==> src/rtl/tagalloc_pkg.sv <==
package tagalloc_pkg;

  typedef enum logic [1:0] {
    ST_IDLE = 2'd0,
    ST_SCAN = 2'd1,
    ST_DIV  = 2'd2,
    ST_FIN  = 2'd3
  } alloc_state_e;

endpackage

==> src/rtl/tagalloc_sum.sv <==
module tagalloc_sum #(
  parameter int NUM_FN = 8,
  parameter int REQ_W  = 12,
  localparam int SUM_W = REQ_W + $clog2(NUM_FN)
) (
  input  logic [NUM_FN*REQ_W-1:0] req_flat,
  output logic [SUM_W-1:0]        total
);

  // widen each request before adding so the total cannot wrap
  function automatic logic [SUM_W-1:0] add_all(input logic [NUM_FN*REQ_W-1:0] v);
    logic [SUM_W-1:0] acc;
    acc = '0;
    for (int i = 0; i < NUM_FN; i++) begin
      acc = acc + SUM_W'(v[i*REQ_W +: REQ_W]);
    end
    return acc;
  endfunction

  always_comb total = add_all(req_flat);

endmodule

==> src/rtl/tagalloc_div.sv <==
module tagalloc_div #(
  parameter int NUM_W = 18,
  parameter int DEN_W = 15,
  localparam int CNT_W = $clog2(NUM_W)
) (
  input  logic             clk,
  input  logic             rst,
  input  logic             go,
  input  logic [NUM_W-1:0] numer,
  input  logic [DEN_W-1:0] denom,
  output logic             busy,
  output logic             fin,
  output logic [NUM_W-1:0] quot
);

  logic [NUM_W-1:0] work_q;
  logic [DEN_W-1:0] rem_q;
  logic [CNT_W-1:0] step_q;
  logic [DEN_W:0]   trial;
  logic             take;
  logic [DEN_W-1:0] rem_next;

  // one restoring step: bring down the next dividend bit, subtract if it fits
  always_comb begin
    trial    = {rem_q, work_q[NUM_W-1]};
    take     = trial >= {1'b0, denom};
    rem_next = take ? DEN_W'(trial - {1'b0, denom}) : DEN_W'(trial);
  end

  always_ff @(posedge clk) begin
    if (rst) begin
      busy   <= 1'b0;
      fin    <= 1'b0;
      work_q <= '0;
      rem_q  <= '0;
      step_q <= '0;
    end else begin
      fin <= 1'b0;
      if (go && !busy) begin
        busy   <= 1'b1;
        work_q <= numer;
        rem_q  <= '0;
        step_q <= '0;
      end else if (busy) begin
        rem_q  <= rem_next;
        work_q <= {work_q[NUM_W-2:0], take};
        step_q <= step_q + 1'b1;
        if (step_q == CNT_W'(NUM_W - 1)) begin
          busy <= 1'b0;
          fin  <= 1'b1;
        end
      end
    end
  end

  assign quot = work_q;

  AST_DIV_REM_BELOW: assert property (@(posedge clk) disable iff (rst)
    busy |-> (rem_q < denom));

  AST_DIV_DEN_HELD: assert property (@(posedge clk) disable iff (rst)
    (busy && $past(busy)) |-> $stable(denom));

endmodule

==> src/rtl/tagalloc_store.sv <==
module tagalloc_store #(
  parameter int NUM_FN = 8,
  parameter int CW     = 7,
  localparam int IW    = $clog2(NUM_FN)
) (
  input  logic                 clk,
  input  logic                 rst,
  input  logic                 wr_en,
  input  logic [IW-1:0]        wr_idx,
  input  logic [CW-1:0]        wr_base,
  input  logic [CW-1:0]        wr_cnt,
  output logic [NUM_FN*CW-1:0] base_flat,
  output logic [NUM_FN*CW-1:0] cnt_flat
);

  for (genvar g = 0; g < NUM_FN; g++) begin : g_slot
    logic [CW-1:0] base_q;
    logic [CW-1:0] cnt_q;
    logic          hit;
    assign hit = wr_en && (wr_idx == IW'(g));

    always_ff @(posedge clk) begin
      if (rst) begin
        base_q <= '0;
        cnt_q  <= '0;
      end else if (hit) begin
        base_q <= wr_base;
        cnt_q  <= wr_cnt;
      end
    end

    assign base_flat[g*CW +: CW] = base_q;
    assign cnt_flat[g*CW +: CW]  = cnt_q;
  end

endmodule

==> src/rtl/tagalloc_top.sv <==
module tagalloc_top
  import tagalloc_pkg::*;
#(
  parameter int NUM_FN = 8,
  parameter int POOL   = 64,
  parameter int REQ_W  = 12,
  localparam int CW     = $clog2(POOL + 1),
  localparam int IW     = $clog2(NUM_FN),
  localparam int SUM_W  = REQ_W + $clog2(NUM_FN),
  localparam int PROD_W = REQ_W + $clog2(POOL)
) (
  input  logic                    clk,
  input  logic                    rst,
  input  logic                    start_i,
  input  logic [NUM_FN*REQ_W-1:0] req_i,
  output logic [NUM_FN*CW-1:0]    base_o,
  output logic [NUM_FN*CW-1:0]    cnt_o,
  output logic                    done_o,
  output logic                    warn_o
);

  alloc_state_e     state_q;
  logic [REQ_W-1:0] req_q [NUM_FN];
  logic [SUM_W-1:0] total_q;
  logic [SUM_W-1:0] total_now;
  logic [IW-1:0]    idx_q;
  logic [CW-1:0]    pos_q;
  logic             done_q;
  logic             warn_q;

  // named events for the assertions
  logic             accept_start;
  logic             wr_en;
  logic [CW-1:0]    wr_cnt;
  logic [REQ_W-1:0] cur_req;
  logic             scale_mode;
  logic             last_fn;
  logic [CW:0]      pos_next;

  logic             div_go;
  logic             div_busy;
  logic             div_fin;
  logic [PROD_W-1:0] div_quot;

  // arithmetic kept in functions so the bench can restate it independently
  function automatic logic [PROD_W-1:0] scaled_numer(input logic [REQ_W-1:0] r);
    return PROD_W'(r) * PROD_W'(POOL);
  endfunction

  function automatic logic needs_scaling(input logic [SUM_W-1:0] t);
    return t > SUM_W'(POOL);
  endfunction

  function automatic logic [CW:0] advance(input logic [CW-1:0] p, input logic [CW-1:0] g);
    return {1'b0, p} + {1'b0, g};
  endfunction

  tagalloc_sum #(.NUM_FN(NUM_FN), .REQ_W(REQ_W)) i_sum (
    .req_flat (req_i),
    .total    (total_now)
  );

  tagalloc_div #(.NUM_W(PROD_W), .DEN_W(SUM_W)) i_div (
    .clk   (clk),
    .rst   (rst),
    .go    (div_go),
    .numer (scaled_numer(cur_req)),
    .denom (total_q),
    .busy  (div_busy),
    .fin   (div_fin),
    .quot  (div_quot)
  );

  tagalloc_store #(.NUM_FN(NUM_FN), .CW(CW)) i_store (
    .clk       (clk),
    .rst       (rst),
    .wr_en     (wr_en),
    .wr_idx    (idx_q),
    .wr_base   (pos_q),
    .wr_cnt    (wr_cnt),
    .base_flat (base_o),
    .cnt_flat  (cnt_o)
  );

  always_comb begin
    cur_req      = req_q[idx_q];
    scale_mode   = needs_scaling(total_q);
    last_fn      = idx_q == IW'(NUM_FN - 1);
    accept_start = (state_q == ST_IDLE) && start_i && !done_q;
    wr_en        = 1'b0;
    wr_cnt       = '0;
    div_go       = 1'b0;
    if (state_q == ST_SCAN && cur_req != '0) begin
      if (scale_mode) begin
        div_go = 1'b1;
      end else begin
        wr_en  = 1'b1;
        wr_cnt = CW'(cur_req);
      end
    end else if (state_q == ST_DIV && div_fin) begin
      wr_en  = 1'b1;
      wr_cnt = CW'(div_quot);
    end
    pos_next = advance(pos_q, wr_cnt);
  end

  always_ff @(posedge clk) begin
    if (rst) begin
      state_q <= ST_IDLE;
      total_q <= '0;
      idx_q   <= '0;
      pos_q   <= '0;
      done_q  <= 1'b0;
      warn_q  <= 1'b0;
      for (int i = 0; i < NUM_FN; i++) req_q[i] <= '0;
    end else begin
      case (state_q)
        ST_IDLE: begin
          if (accept_start) begin
            for (int i = 0; i < NUM_FN; i++) req_q[i] <= req_i[i*REQ_W +: REQ_W];
            total_q <= total_now;
            idx_q   <= '0;
            pos_q   <= '0;
            state_q <= ST_SCAN;
          end
        end
        ST_SCAN, ST_DIV: begin
          if (wr_en) begin
            pos_q <= pos_next[CW-1:0];
            if (pos_next >= (CW+1)'(POOL)) warn_q <= 1'b1;
          end
          if (state_q == ST_SCAN && div_go) begin
            state_q <= ST_DIV;
          end else if (state_q == ST_SCAN || wr_en) begin
            if (last_fn) begin
              state_q <= ST_FIN;
            end else begin
              idx_q   <= idx_q + 1'b1;
              state_q <= ST_SCAN;
            end
          end
        end
        ST_FIN: begin
          done_q  <= 1'b1;
          state_q <= ST_IDLE;
        end
        default: state_q <= ST_IDLE;
      endcase
    end
  end

  assign done_o = done_q;
  assign warn_o = warn_q;

  AST_NO_ZERO_GRANT_WRITE: assert property (@(posedge clk) disable iff (rst)
    wr_en |-> (cur_req != '0));

  AST_GRANT_WITHIN_REQ: assert property (@(posedge clk) disable iff (rst)
    wr_en |-> (REQ_W'(wr_cnt) <= cur_req));

  AST_START_AFTER_DONE: assert property (@(posedge clk) disable iff (rst)
    (state_q == ST_IDLE && done_q && start_i) |=> (state_q == ST_IDLE));

  AST_DONE_HOLDS: assert property (@(posedge clk) disable iff (rst)
    done_o |=> done_o);

  AST_RANGES_FROZEN: assert property (@(posedge clk) disable iff (rst)
    done_o |=> ($stable(base_o) && $stable(cnt_o)));

  AST_WARN_HOLDS: assert property (@(posedge clk) disable iff (rst)
    warn_o |=> warn_o);

  AST_POOL_BOUND: assert property (@(posedge clk) disable iff (rst)
    wr_en |-> (pos_next <= (CW+1)'(POOL)));

endmodule

==> config.mk <==
export PLATFORM = sky130hd
export DESIGN_NAME = tagalloc_top
export DESIGN_NICKNAME = d
export VERILOG_FILES = /design/src/rtl/tagalloc_pkg.sv /design/src/rtl/tagalloc_sum.sv /design/src/rtl/tagalloc_div.sv /design/src/rtl/tagalloc_store.sv /design/src/rtl/tagalloc_top.sv
export SDC_FILE = /design/constraint.sdc
export NUM_CORES = 1
export LEC_CHECK = 0
export ABC_AREA = 0
export BUFFER_PORTS_ARGS = -buffer_cell sky130_fd_sc_hd__buf_4
export CAP_MARGIN = 20
export CORE_ASPECT_RATIO = 1.1
export CORE_MARGIN = 2
export CORE_UTILIZATION = 55
export CTS_CLUSTER_DIAMETER = 30
export CTS_CLUSTER_SIZE = 14
export DETAILED_ROUTE_END_ITERATION = 12
export PLACE_DENSITY = 0.77
export SLEW_MARGIN = 30
export SYNTH_ARGS = -nofsm -noshare
export SYNTH_HDL_FRONTEND = slang
export SYNTH_SLANG_ARGS = --single-unit
==> constraint.sdc <==
create_clock -name clk -period 13.1 [get_ports clk]
set_input_delay 2.62 -clock clk [delete_from_list [all_inputs] [get_ports clk]]
set_output_delay 2.62 -clock clk [all_outputs]
set_load 0.03 [all_outputs]
==> key figures <==
STA
  – Fmax: 128 MHz
  – RSZ-0062 raised after global routing: no
  – Final Hold Fails: 0
  – Max Slew Vio Count: 0
  – Final setup violation count: 0
  – Clock Skew: 28.0 ps
  – Least-Margin Pin Slew: 931 ps
  – Final period util: 0.596
  – Period minus WS final: 7800 ps
  – Slew margin rel.: 0.378
  – Setup TNS: 0 ps

Synthesis
  – Asr flop ratio synth: 0
  – Largest area contributor in the netlist: dfxtp_1
  – Number of synthesized register bits: 280
  – Synth area leaders: dfxtp_1 23%, edfxtp_1 18%, mux2i_1 8.8%
  – Syn nets: 1730
  – Synth warnings: 0
  – EDFF count, synth: 96
  – Synthesized cell area: 0.0159 mm2
  – Post-synth cell types: 70
  – Post-Synthesis Cells: 1505
  – Top_reg_cell synth: dfxtp_1
  – Syn Area/Cell: 10.5 um2
  – Sequential-to-total area share from yosys stat: 0.414
  – Share of the synthesized area in the top cell type: 0.232

Cells and area
  – Final non-filler cell total: 2117
  – Area delta synth->final: 23.8%
  – Fillers: 2072
  – Utilization after layout: 0.688
  – Most frequent cells in the layout: 223 x buf_4, 184 x dfxtp_1, 144 x nand2b_1
  – Most common cell after layout, fill and taps aside: buf_4
  – N_diodes: 0
  – Share of cells above drive strength 1: 0.214
  – Final instance area: 0.0196 mm2
  – Nets: 1924

Worst setup path
  – Reg2reg setup slack: 8670 ps
  – Worst Path Required: 13560 ps
  – CP Capture Type: flop
  – CP max stage cell: fa_1
  – Worst Setup SP: req_i[0]
  – Worst r2r path cells: 18
  – CP Max Fanout: 5
  – RR Endpoint: warn_o
  – Crit Path Class: primary input to flop
  – Most common cell on crit path: fa_1
  – Critical path's top delay family: adder cells
  – Critical Path Source Type: primary input
  – Largest stage delay on the critical path: 520 ps
  – CP bufs+invs: 4
  – Worst EP arrival: 8260 ps

Drt
  – Drt first pass iters: 6
  – # DRC: 0
  – Iteration-0 DRC Markers: 910
  – Routed WL per cell: 19.8 um
  – Via count: 12.1k
  – Drt via density: 5.72
  – Final WL: 41.8 mm
  – Antenna-violating nets left: 0

Global routing
  – Total grt overflow: 0
  – First-pass GRT wire length: 65.9 mm
  – Number of antenna violations at the first check in global routing: 0
  – Number of global-route vias before repair: 12.4k
  – Largest net degree at the start of global routing: 98
  – All-layer global routing usage: 0.273

CTS
  – TritonCTS Sinks: 280
  – Clock latency on the worst-skew pair: 580 ps
  – Buffer count from post-CTS setup fixing: 0
  – CTS Buf Count: 58
  – Post-CTS Resized: 0
  – Root buffer cell: clkbuf_16
  – # hold bufs at CTS: 0
  – CTS H-Tree Depth: 2
  – CTS tree: built
  – Maximum root-to-sink buffer count: 3
  – CTS clk-pin slew, worst paths: 50 ps

Floorplan
  – Die extent in x: 166 um
  – Die height: 182 um
  – # rows: 65
  – Core Area: 0.0285 mm2
  – Number of top-level pins: 213
  – Starting Density: 0.556
  – Full die area: 0.0302 mm2

Power
  – Maximum vdd drop: 0.000282 V
  – Leakage: 8.89 nW
  – Pwr dens: 218 mW/mm2
  – Final Power: 0.00429 W

Min path
  – Worst hold-check path type: flop to flop
  – Hold_sp: i_store.g_slot[7].cnt_q[5]
  – Hold path endpoint: i_store.g_slot[7].cnt_q[5]
  – Hold path depth: 2

Outcome
  – Outcome: finished clean

Place
  – Dpl hpwl: 29.8 mm
  – Port Buf Inserts: 212
  – Global placement routability congestion: 0.913
  – Post-DP Area: 0.0176 mm2
  – # placed instances: 2007

Flow run
  – Number of max-cap violations: 0
==> worst min-delay path: stages, from the launching register on <==
cell	delay, ps
dfxtp_1	310
nand2b_1	60
mux2i_1	60
==> worst max-delay path by stage <==
stage	endpoint	slack [ps]	cells past startpoint
after floorplan	total_q[12]	5380	24
after global placement	total_q[12]	4910	25
after detailed placement	total_q[12]	4790	25
after CTS	total_q[12]	5350	25
after global routing	total_q[12]	4930	25
final	total_q[12]	5300	25
==> synth_stat cells (7+ instances only) <==
| library cell | count |
|---|---|
| ha_1 | 65 |
| a211o_1 | 10 |
| nor2b_1 | 23 |
| clkbuf_1 | 51 |
| dfxtp_1 | 184 |
| o21a_1 | 9 |
| o21ai_0 | 29 |
| a32oi_1 | 7 |
| mux4_2 | 18 |
| nand2b_1 | 144 |
| or2_1 | 8 |
| nor2_1 | 70 |
| inv_1 | 131 |
| or3_1 | 7 |
| fa_1 | 61 |
| or4_1 | 7 |
| nor3_1 | 35 |
| xor2_1 | 13 |
| edfxtp_1 | 96 |
| a211oi_1 | 19 |
| and2_1 | 66 |
| buf_2 | 8 |
| mux2_2 | 9 |
| buf_1 | 17 |
| buf_6 | 10 |
| mux2i_1 | 139 |
| nand2_1 | 60 |
| a21o_1 | 9 |
| nor4_1 | 30 |
| xnor2_1 | 24 |
| a21oi_1 | 29 |
| o22ai_1 | 11 |
==> per-stage QoR <==
stage	setup slack (ps)	hold WS (ps)
2_1_floorplan	5380	446
3_3_place_gp	4910	438
3_5_place_dp	4790	460
4_1_cts	5350	475
5_1_grt	4930	490
6_report	5300	473
==> flip-flops by register name, summed over array words and instances, names as in the netlist, named ones only <==
name,count
i_div.rem_q,15
i_div.busy,1
total_q,15
i_div.step_q,5
state_q,2
i_store.g_slot.cnt_q,56
warn_o,1
idx_q,3
req_q,96
i_div.fin,1
pos_q,7
done_o,1
i_store.g_slot.base_q,56
i_div.quot,18
==> metal layers <==
| layer | vias to the layer above | global-route usage | share of wire |
|---|---|---|---|
| li1 | 5622 | - | - |
| met1 | 5882 | 0.345 | 0.41 |
| met2 | 503 | 0.470 | 0.49 |
| met3 | 96 | 0.0453 | 0.064 |
| met4 | 0 | 0.104 | 0.033 |
| met5 | - | 0 | 0 |
==> area by class of cell <==
cell class                 instances  area, um2  area share
sequential                       280       6570       0.334
clock inverter                    45        505      0.0257
tap                              368        460      0.0234
clock buffer                      65       1540      0.0784
multi-input combinational       1003       8380       0.427
inverter                         132        497      0.0253
timing repair buffer             224       1690      0.0858
==> where the power goes <==
group	internal [W]	switching, W	total [W]
Combinational	0.000744	0.000940	0.00168
Sequential	0.00102	0.0000740	0.00109
Clock	0.000984	0.000532	0.00152
==> kinds of logic after synthesis <==
logic type / after synthesis / synth area share
buffers and inverters: 222 / 0.0588
adder cells (fa/ha/maj): 126 / 0.128
multiplexers: 166 / 0.120
AND/OR/NAND/NOR: 479 / 0.168
flip-flops: 280 / 0.414
XOR/XNOR: 37 / 0.0204
AO/OA/AOI/OAI: 195 / 0.0911
(Power assumes the default switching activity.)
